### config.mk
export PLATFORM = sky130hd
export DESIGN_NAME = page_dram_ctrl
export DESIGN_NICKNAME = d
export VERILOG_FILES = /design/src/rtl/pdc_pkg.sv /design/src/rtl/pdc_delay.sv /design/src/rtl/pdc_ref_timer.sv /design/src/rtl/pdc_row_age.sv /design/src/rtl/page_dram_ctrl.sv
export SDC_FILE = /design/constraint.sdc
export NUM_CORES = 1
export LEC_CHECK = 0
export BUFFER_PORTS_ARGS = -buffer_cell sky130_fd_sc_hd__buf_2
export CAP_MARGIN = 10
export CORE_UTILIZATION = 45
export DETAILED_ROUTE_END_ITERATION = 6
export HOLD_SLACK_MARGIN = 0.05
export PLACE_DENSITY_LB_ADDON = 0.15
export SKIP_CTS_REPAIR_TIMING = 1
export SYNTH_ARGS = -nofsm -noshare
export SYNTH_HDL_FRONTEND = slang
export SYNTH_SLANG_ARGS = --single-unit
### constraint.sdc
create_clock -name clk -period 2.1 [get_ports clk]
set_input_delay 0.315 -clock clk [delete_from_list [all_inputs] [get_ports clk]]
set_output_delay 0.315 -clock clk [all_outputs]
set_load 0.02 [all_outputs]
### src/rtl/pdc_pkg.sv
package pdc_pkg;
    typedef enum logic [3:0] {
        ST_PWRUP,
        ST_IDLE,
        ST_ACT,
        ST_CSET,
        ST_COL,
        ST_PAGE,
        ST_PRE,
        ST_REFC,
        ST_REFR
    } pdc_state_e;
endpackage

### src/rtl/pdc_delay.sv
// Down-counter that times the stay in a state; done when it reaches zero.
module pdc_delay #(
    parameter int W       = 16,
    parameter int RST_VAL = 0
) (
    input  logic         clk,
    input  logic         rst_n,
    input  logic         load,
    input  logic [W-1:0] value,
    output logic         done
);
    logic [W-1:0] cnt;

    always_ff @(posedge clk or negedge rst_n) begin
        if (!rst_n)
            cnt <= W'(RST_VAL);
        else if (load)
            cnt <= value;
        else if (cnt != '0)
            cnt <= cnt - 1'b1;
    end

    assign done = (cnt == '0);
endmodule

### src/rtl/pdc_ref_timer.sv
// Raises a pending refresh every INTERVAL cycles; cleared by ack.
module pdc_ref_timer #(
    parameter int INTERVAL = 1900
) (
    input  logic clk,
    input  logic rst_n,
    input  logic ack,
    output logic pend
);
    localparam int CW = $clog2(INTERVAL + 1);
    logic [CW-1:0] cnt;
    logic          wrap;

    assign wrap = (cnt == CW'(INTERVAL - 1));

    always_ff @(posedge clk or negedge rst_n) begin
        if (!rst_n) begin
            cnt  <= '0;
            pend <= 1'b0;
        end else begin
            cnt <= wrap ? '0 : cnt + 1'b1;
            if (wrap)
                pend <= 1'b1;
            else if (ack)
                pend <= 1'b0;
        end
    end


    ack_pend_chk: assert property (@(posedge clk) disable iff (!rst_n)
        ack |-> pend);
endmodule

### src/rtl/pdc_row_age.sv
// Counts cycles the row strobe has been low; flags when the row must close.
module pdc_row_age #(
    parameter int LIMIT = 1200
) (
    input  logic clk,
    input  logic rst_n,
    input  logic active,
    output logic expired
);
    localparam int AW = $clog2(LIMIT + 1);
    logic [AW-1:0] age;

    always_ff @(posedge clk or negedge rst_n) begin
        if (!rst_n)
            age <= '0;
        else if (!active)
            age <= '0;
        else if (age != AW'(LIMIT))
            age <= age + 1'b1;
    end

    assign expired = (age == AW'(LIMIT));
endmodule

### src/rtl/page_dram_ctrl.sv
module page_dram_ctrl
    import pdc_pkg::*;
#(
    parameter int ROW_W        = 10,
    parameter int DQ_W         = 4,
    parameter int T_PWRUP      = 25000,
    parameter int N_INIT_REF   = 8,
    parameter int REF_INTERVAL = 1900,
    parameter int T_RAS_MAX    = 1250,
    parameter int T_RP         = 8,
    parameter int T_RCD        = 3,
    parameter int T_CAS        = 3,
    parameter int T_CP         = 2,
    parameter int T_CSR        = 2,
    parameter int T_RASR       = 7
) (
    input  logic                 clk,
    input  logic                 rst_n,
    input  logic                 req_valid,
    output logic                 req_ready,
    input  logic                 req_write,
    input  logic [2*ROW_W-1:0]   req_addr,
    input  logic [DQ_W-1:0]      req_wdata,
    output logic [DQ_W-1:0]      rd_data,
    output logic                 rd_valid,
    output logic [ROW_W-1:0]     dram_a,
    output logic                 dram_ras_n,
    output logic                 dram_cas_n,
    output logic                 dram_we_n,
    output logic                 dram_oe_n,
    output logic [DQ_W-1:0]      dram_dq_out,
    output logic                 dram_dq_oe,
    input  logic [DQ_W-1:0]      dram_dq_in
);
    localparam int DLY_W   = $clog2(T_PWRUP + T_RP + T_RCD + T_CAS + T_CP + T_CSR + T_RASR + 1);
    localparam int GUARD   = T_CAS + T_CP + 4;
    localparam int AGE_LIM = T_RAS_MAX - GUARD;
    localparam int INIT_W  = $clog2(N_INIT_REF + 1);
    localparam int RASC_W  = $clog2(T_RAS_MAX + 2);

    pdc_state_e state, nxt;

    logic [ROW_W-1:0]  row_q, col_q;
    logic              wr_q;
    logic [DQ_W-1:0]   wd_q;
    logic [INIT_W-1:0] init_left;

    logic              dly_load, dly_done;
    logic [DLY_W-1:0]  dly_val;
    logic              ref_pend, ref_ack;
    logic              row_active, row_expired;
    logic              accept, rd_cap, same_row, init_done;

    assign init_done = (init_left == '0);
    assign same_row  = (req_addr[2*ROW_W-1:ROW_W] == row_q);

    pdc_delay #(.W(DLY_W), .RST_VAL(T_PWRUP - 1)) u_dly (
        .clk   (clk),
        .rst_n (rst_n),
        .load  (dly_load),
        .value (dly_val),
        .done  (dly_done)
    );

    pdc_ref_timer #(.INTERVAL(REF_INTERVAL)) u_ref (
        .clk   (clk),
        .rst_n (rst_n),
        .ack   (ref_ack),
        .pend  (ref_pend)
    );

    pdc_row_age #(.LIMIT(AGE_LIM)) u_age (
        .clk     (clk),
        .rst_n   (rst_n),
        .active  (row_active),
        .expired (row_expired)
    );

    // ---------------- next state ----------------
    always_comb begin
        nxt       = state;
        dly_load  = 1'b0;
        dly_val   = '0;
        accept    = 1'b0;
        ref_ack   = 1'b0;
        rd_cap    = 1'b0;
        req_ready = 1'b0;
        unique case (state)
            ST_PWRUP: if (dly_done) begin
                nxt = ST_REFC; dly_load = 1'b1; dly_val = DLY_W'(T_CSR - 1);
            end
            ST_IDLE: begin
                if (!init_done || ref_pend) begin
                    nxt = ST_REFC; dly_load = 1'b1; dly_val = DLY_W'(T_CSR - 1);
                end else begin
                    req_ready = 1'b1;
                    if (req_valid) begin
                        accept = 1'b1; nxt = ST_ACT;
                        dly_load = 1'b1; dly_val = DLY_W'(T_RCD - 1);
                    end
                end
            end
            ST_ACT: if (dly_done) nxt = ST_CSET;
            ST_CSET: begin
                nxt = ST_COL; dly_load = 1'b1; dly_val = DLY_W'(T_CAS - 1);
            end
            ST_COL: if (dly_done) begin
                rd_cap = !wr_q;
                nxt = ST_PAGE; dly_load = 1'b1; dly_val = DLY_W'(T_CP - 1);
            end
            ST_PAGE: if (dly_done) begin
                if (ref_pend || row_expired || (req_valid && !same_row)) begin
                    nxt = ST_PRE; dly_load = 1'b1; dly_val = DLY_W'(T_RP - 1);
                end else begin
                    req_ready = 1'b1;
                    if (req_valid) begin
                        accept = 1'b1; nxt = ST_CSET;
                    end
                end
            end
            ST_PRE: if (dly_done) nxt = ST_IDLE;
            ST_REFC: if (dly_done) begin
                nxt = ST_REFR; dly_load = 1'b1; dly_val = DLY_W'(T_RASR - 1);
            end
            ST_REFR: if (dly_done) begin
                ref_ack = ref_pend;
                nxt = ST_PRE; dly_load = 1'b1; dly_val = DLY_W'(T_RP - 1);
            end
            default: nxt = ST_IDLE;
        endcase
    end

    // ---------------- state register ----------------
    always_ff @(posedge clk or negedge rst_n) begin
        if (!rst_n) begin
            state     <= ST_PWRUP;
            row_q     <= '0;
            col_q     <= '0;
            wr_q      <= 1'b0;
            wd_q      <= '0;
            init_left <= INIT_W'(N_INIT_REF);
            rd_data   <= '0;
            rd_valid  <= 1'b0;
        end else begin
            state    <= nxt;
            rd_valid <= rd_cap;
            if (rd_cap)
                rd_data <= dram_dq_in;
            if (accept) begin
                row_q <= req_addr[2*ROW_W-1:ROW_W];
                col_q <= req_addr[ROW_W-1:0];
                wr_q  <= req_write;
                wd_q  <= req_wdata;
            end
            if (state == ST_REFR && dly_done && !init_done)
                init_left <= init_left - 1'b1;
        end
    end

    // ---------------- outputs ----------------
    always_comb begin
        dram_ras_n  = 1'b1;
        dram_cas_n  = 1'b1;
        dram_we_n   = 1'b1;
        dram_oe_n   = 1'b1;
        dram_dq_oe  = 1'b0;
        dram_a      = '0;
        dram_dq_out = wd_q;
        row_active  = 1'b0;
        unique case (state)
            ST_ACT: begin
                dram_ras_n = 1'b0; dram_a = row_q; row_active = 1'b1;
            end
            ST_CSET: begin
                dram_ras_n = 1'b0; dram_a = col_q; row_active = 1'b1;
                dram_we_n  = !wr_q; dram_dq_oe = wr_q;
            end
            ST_COL: begin
                dram_ras_n = 1'b0; dram_cas_n = 1'b0; dram_a = col_q;
                row_active = 1'b1;
                dram_we_n  = !wr_q; dram_dq_oe = wr_q; dram_oe_n = wr_q;
            end
            ST_PAGE: begin
                dram_ras_n = 1'b0; dram_a = col_q; row_active = 1'b1;
            end
            ST_REFC: dram_cas_n = 1'b0;
            ST_REFR: begin
                dram_cas_n = 1'b0; dram_ras_n = 1'b0; row_active = 1'b1;
            end
            default: ;
        endcase
    end

    // ---------------- assertions ----------------
    logic [RASC_W-1:0] ras_low_cnt;
    always_ff @(posedge clk or negedge rst_n) begin
        if (!rst_n)
            ras_low_cnt <= '0;
        else if (dram_ras_n)
            ras_low_cnt <= '0;
        else if (ras_low_cnt != RASC_W'(T_RAS_MAX + 1))
            ras_low_cnt <= ras_low_cnt + 1'b1;
    end


    ras_max_chk: assert property (@(posedge clk) disable iff (!rst_n)
        ras_low_cnt <= RASC_W'(T_RAS_MAX));


    we_lead_chk: assert property (@(posedge clk) disable iff (!rst_n)
        ($fell(dram_cas_n) && !dram_we_n) |-> $past(!dram_we_n));


    oe_quiet_chk: assert property (@(posedge clk) disable iff (!rst_n)
        !dram_we_n |-> dram_oe_n);


    cbr_order_chk: assert property (@(posedge clk) disable iff (!rst_n)
        ($fell(dram_ras_n) && !dram_cas_n) |-> ($past(!dram_cas_n) && dram_we_n));


    rdv_pulse_chk: assert property (@(posedge clk) disable iff (!rst_n)
        rd_valid |=> !rd_valid);


    ready_cas_chk: assert property (@(posedge clk) disable iff (!rst_n)
        req_ready |-> dram_cas_n);
endmodule

==> metrics <==
Placed Cells incl. Taps=about 580; overall global routing resource usage=19.5%; Avg Cell Area, Syn=10.9 um2; drt total wl=around 9000 um; Worst-path clk slew=around 0.08 ns; post-synthesis cell type count=between 50 and 60; status=finished with violations; DR pass1 iterations=4; Die Area=roughly 0.0094 mm2; min cycle time layout=between 2 and 2.5 ns; DRC viols=0; cell count after synthesis=around 370; Port-buffer cells=between 50 and 60; post-synthesis async set-or-reset flop share=100%; CP required=2.34 ns; register area share after synthesis=47.1%; hpwl dp=6340 um; CP max FO=8; worst min path class=in -> reg; Clock Tree Root=clkbuf_8; CP Class=reg -> reg; Die Wd=roughly 97 um; Core Util, Final=61.1%; Highest Clock Rate=0.439 GHz; endpoints failing setup=26; routed wire length per instance=~15 um; worst slew pin tran=about 0.64 ns; count of final hold-check violations=0; most used cell along the critical path=buf_4; Final #Nets=roughly 540; vias in the first global route=roughly 3200; CP startpoint kind=register; Critical Path Slowest Stage Cell=dfrtp_1; Leak=between 2 and 2.5 nW; cell family with most CP delay=compound AO/OA/AOI/OAI gates; Initial Utilization=46.6%; Cell Area, Synth=between 0.004 and 0.005 mm2; placed cell areas=around 0.0048 mm2; fillcell total=750; Clock Latency Late Sink=between 0.3 and 0.4 ns; most frequent cells in the layout=dfrtp_1, buf_4, buf_2; failing checks=setup timing; die height=97.0 um; antenna violations before repair=0; slowest cell delay on critical path=roughly 0.42 ns; H-tree Lvls=3; final worst clock skew=a little under 0.01 ns; num ports=between 50 and 60; clk sink count=76; RSZ-0062 raised after global routing=true; Max-slew headroom=between 50% and 60%; largest net degree at the start of global routing=just over 40; CTS tree=built; Final Non-Filler Cells=roughly 610; layout cells sized above 1=42.1%; Iteration-0 DRC Markers=111; # rows=34; Syn Nets=between 400 and 500; pwr dens=between 1000 and 1500 mW/mm2; WP data arrival=between 2 and 3 ns; diodes inserted=0; YS warnings=0; first-pass GRT wire length=14800 um; Critical path buffers and inverters=2; Yosys reg bits=76; total chip power=between 7 and 8 mW; total number of vias=about 3200; CP Cell Sequence=xnor2_1, nand4_1, o41ai_4, buf_4, nand3_2, a21oi_4, buf_4, mux2_4; Post-synth EDFFs=0; area of the core=0.00872 mm2; CTS Buf Count=9; VDD IR-drop max=0.000619 V; Area Growth Syn to Fin=31.3%; main flop type after synthesis=dfrtp_1; fin crit share=108%; Antenna Nets Post-Route=0; Vias/cell=around 5.3; Critical Path Sink Type=register; grt ovf=0; Pins Over Slew Limit=0; Clock Tree Buf Depth=2; Final GP Congestion=0.933; fin area=approximately 0.0053 mm2; final hold slack=0.172 ns; Max Cap Viol=0; slack of the critical path=-0.176 ns
==> cell families (layout without fill, tap and decap cells) <==
| family | Yosys count | after routing | share of synthesized area (%) |
|---|---|---|---|
| and+or+nand+nor | 145 | 145 | 20.2 |
| DFF | 76 | 76 | 47.1 |
| AOI/OAI and AO/OA | 61 | 61 | 10.9 |
| xor gates and xnor gates | 37 | 37 | 7.98 |
| muxes | 27 | 27 | 9.31 |
| buffers and inverters | 20 | 151 | 2.68 |
| adders and majority gates | 6 | 6 | 1.85 |
==> Yosys cell counts, drive strengths merged (8+ instances only) <==
| cell | number | area share (%) |
|---|---|---|
| inv | 11 | 1.0 |
| nor4 | 10 | 3.0 |
| xor2 | 18 | 3.9 |
| dfrtp | 67 | 41 |
| nor2 | 40 | 3.7 |
| o21ai | 10 | 1.2 |
| mux2 | 26 | 9.1 |
| nand2 | 30 | 2.8 |
| xnor2 | 19 | 4.1 |
| a21oi | 18 | 2.5 |
| a22o | 10 | 2.2 |
| dfstp | 9 | 5.8 |
| nor3 | 8 | 1.1 |
| or3 | 10 | 1.6 |
| nand3 | 17 | 2.3 |
==> metrics by stage <==
stage | setup WS [ns] | setup TNS [ns]
after floorplan | -0.0927 | -1.85
after global placement | -0.0741 | -1.22
after detailed placement | -0.0977 | -1.84
after CTS | -0.263 | -2.08
after global routing | -0.300 | -7.66
final | -0.176 | -4.00
==> power breakdown <==
group          switching, mW  internal (mW)  leakage, nW  total [mW]
combinational           2.07           2.15         1.41        4.21
clock                  0.569          0.675        0.110        1.24
sequential             0.375           1.95        0.931        2.33
total                   3.01           4.77         2.45        7.78
==> sequential cells by signal (all words and copies together) (netlist names) <==
name         cells
state            4
u_ref.pend       1
u_ref.cnt       11
u_age.age       11
col_q           10
rd_valid         1
init_left        4
u_dly.cnt       15
dram_dq_out      4
row_q           10
wr_q             1
rd_data          4
==> metal layers <==
layer	wire, um	vias up	GRT usage [%]
met4	112	0	5.86
met1	4290	1554	26.0
met5	0	-	0
li1	-	1578	-
met2	4250	74	31.4
met3	377	13	4.70
==> final timing paths <==
| kind | from | to | slack, ns | depth (start not counted) |
|---|---|---|---|---|
| worst max-delay path | row_q[4] | row_q[0] | -0.18 | 8 |
| worst min-delay path | dram_dq_in[1] | rd_data[1] | 0.17 | 3 |
| worst max register to register | row_q[4] | row_q[0] | -0.18 | 8 |
| worst min register to register | u_ref.cnt[0] | u_ref.cnt[0] | 0.46 | 1 |
| max in group asynchronous | rst_n | u_dly.cnt[5] | 1.14 | 3 |
| min in group asynchronous | rst_n | row_q[6] | 0.34 | 2 |
==> final cells by class <==
cell class	count	area [um2]	area share [%]
inverter	11	51.3	0.962
clock inverter	7	98.8	1.85
clock buffer	9	124	2.32
tap	108	135	2.54
sequential	76	1910	35.9
timing repair buffer	124	862	16.2
multi-input combinational	276	2140	40.2
==> worst register-to-register path: stages (launching register included) <==
cell     delay [ns]
dfrtp_1        0.42
xnor2_1        0.17
nand4_1        0.19
o41ai_4        0.42
buf_4          0.17
nand3_2        0.07
a21oi_4        0.19
buf_4          0.23
mux2_4         0.32
Power figures use the tool's default switching activity.
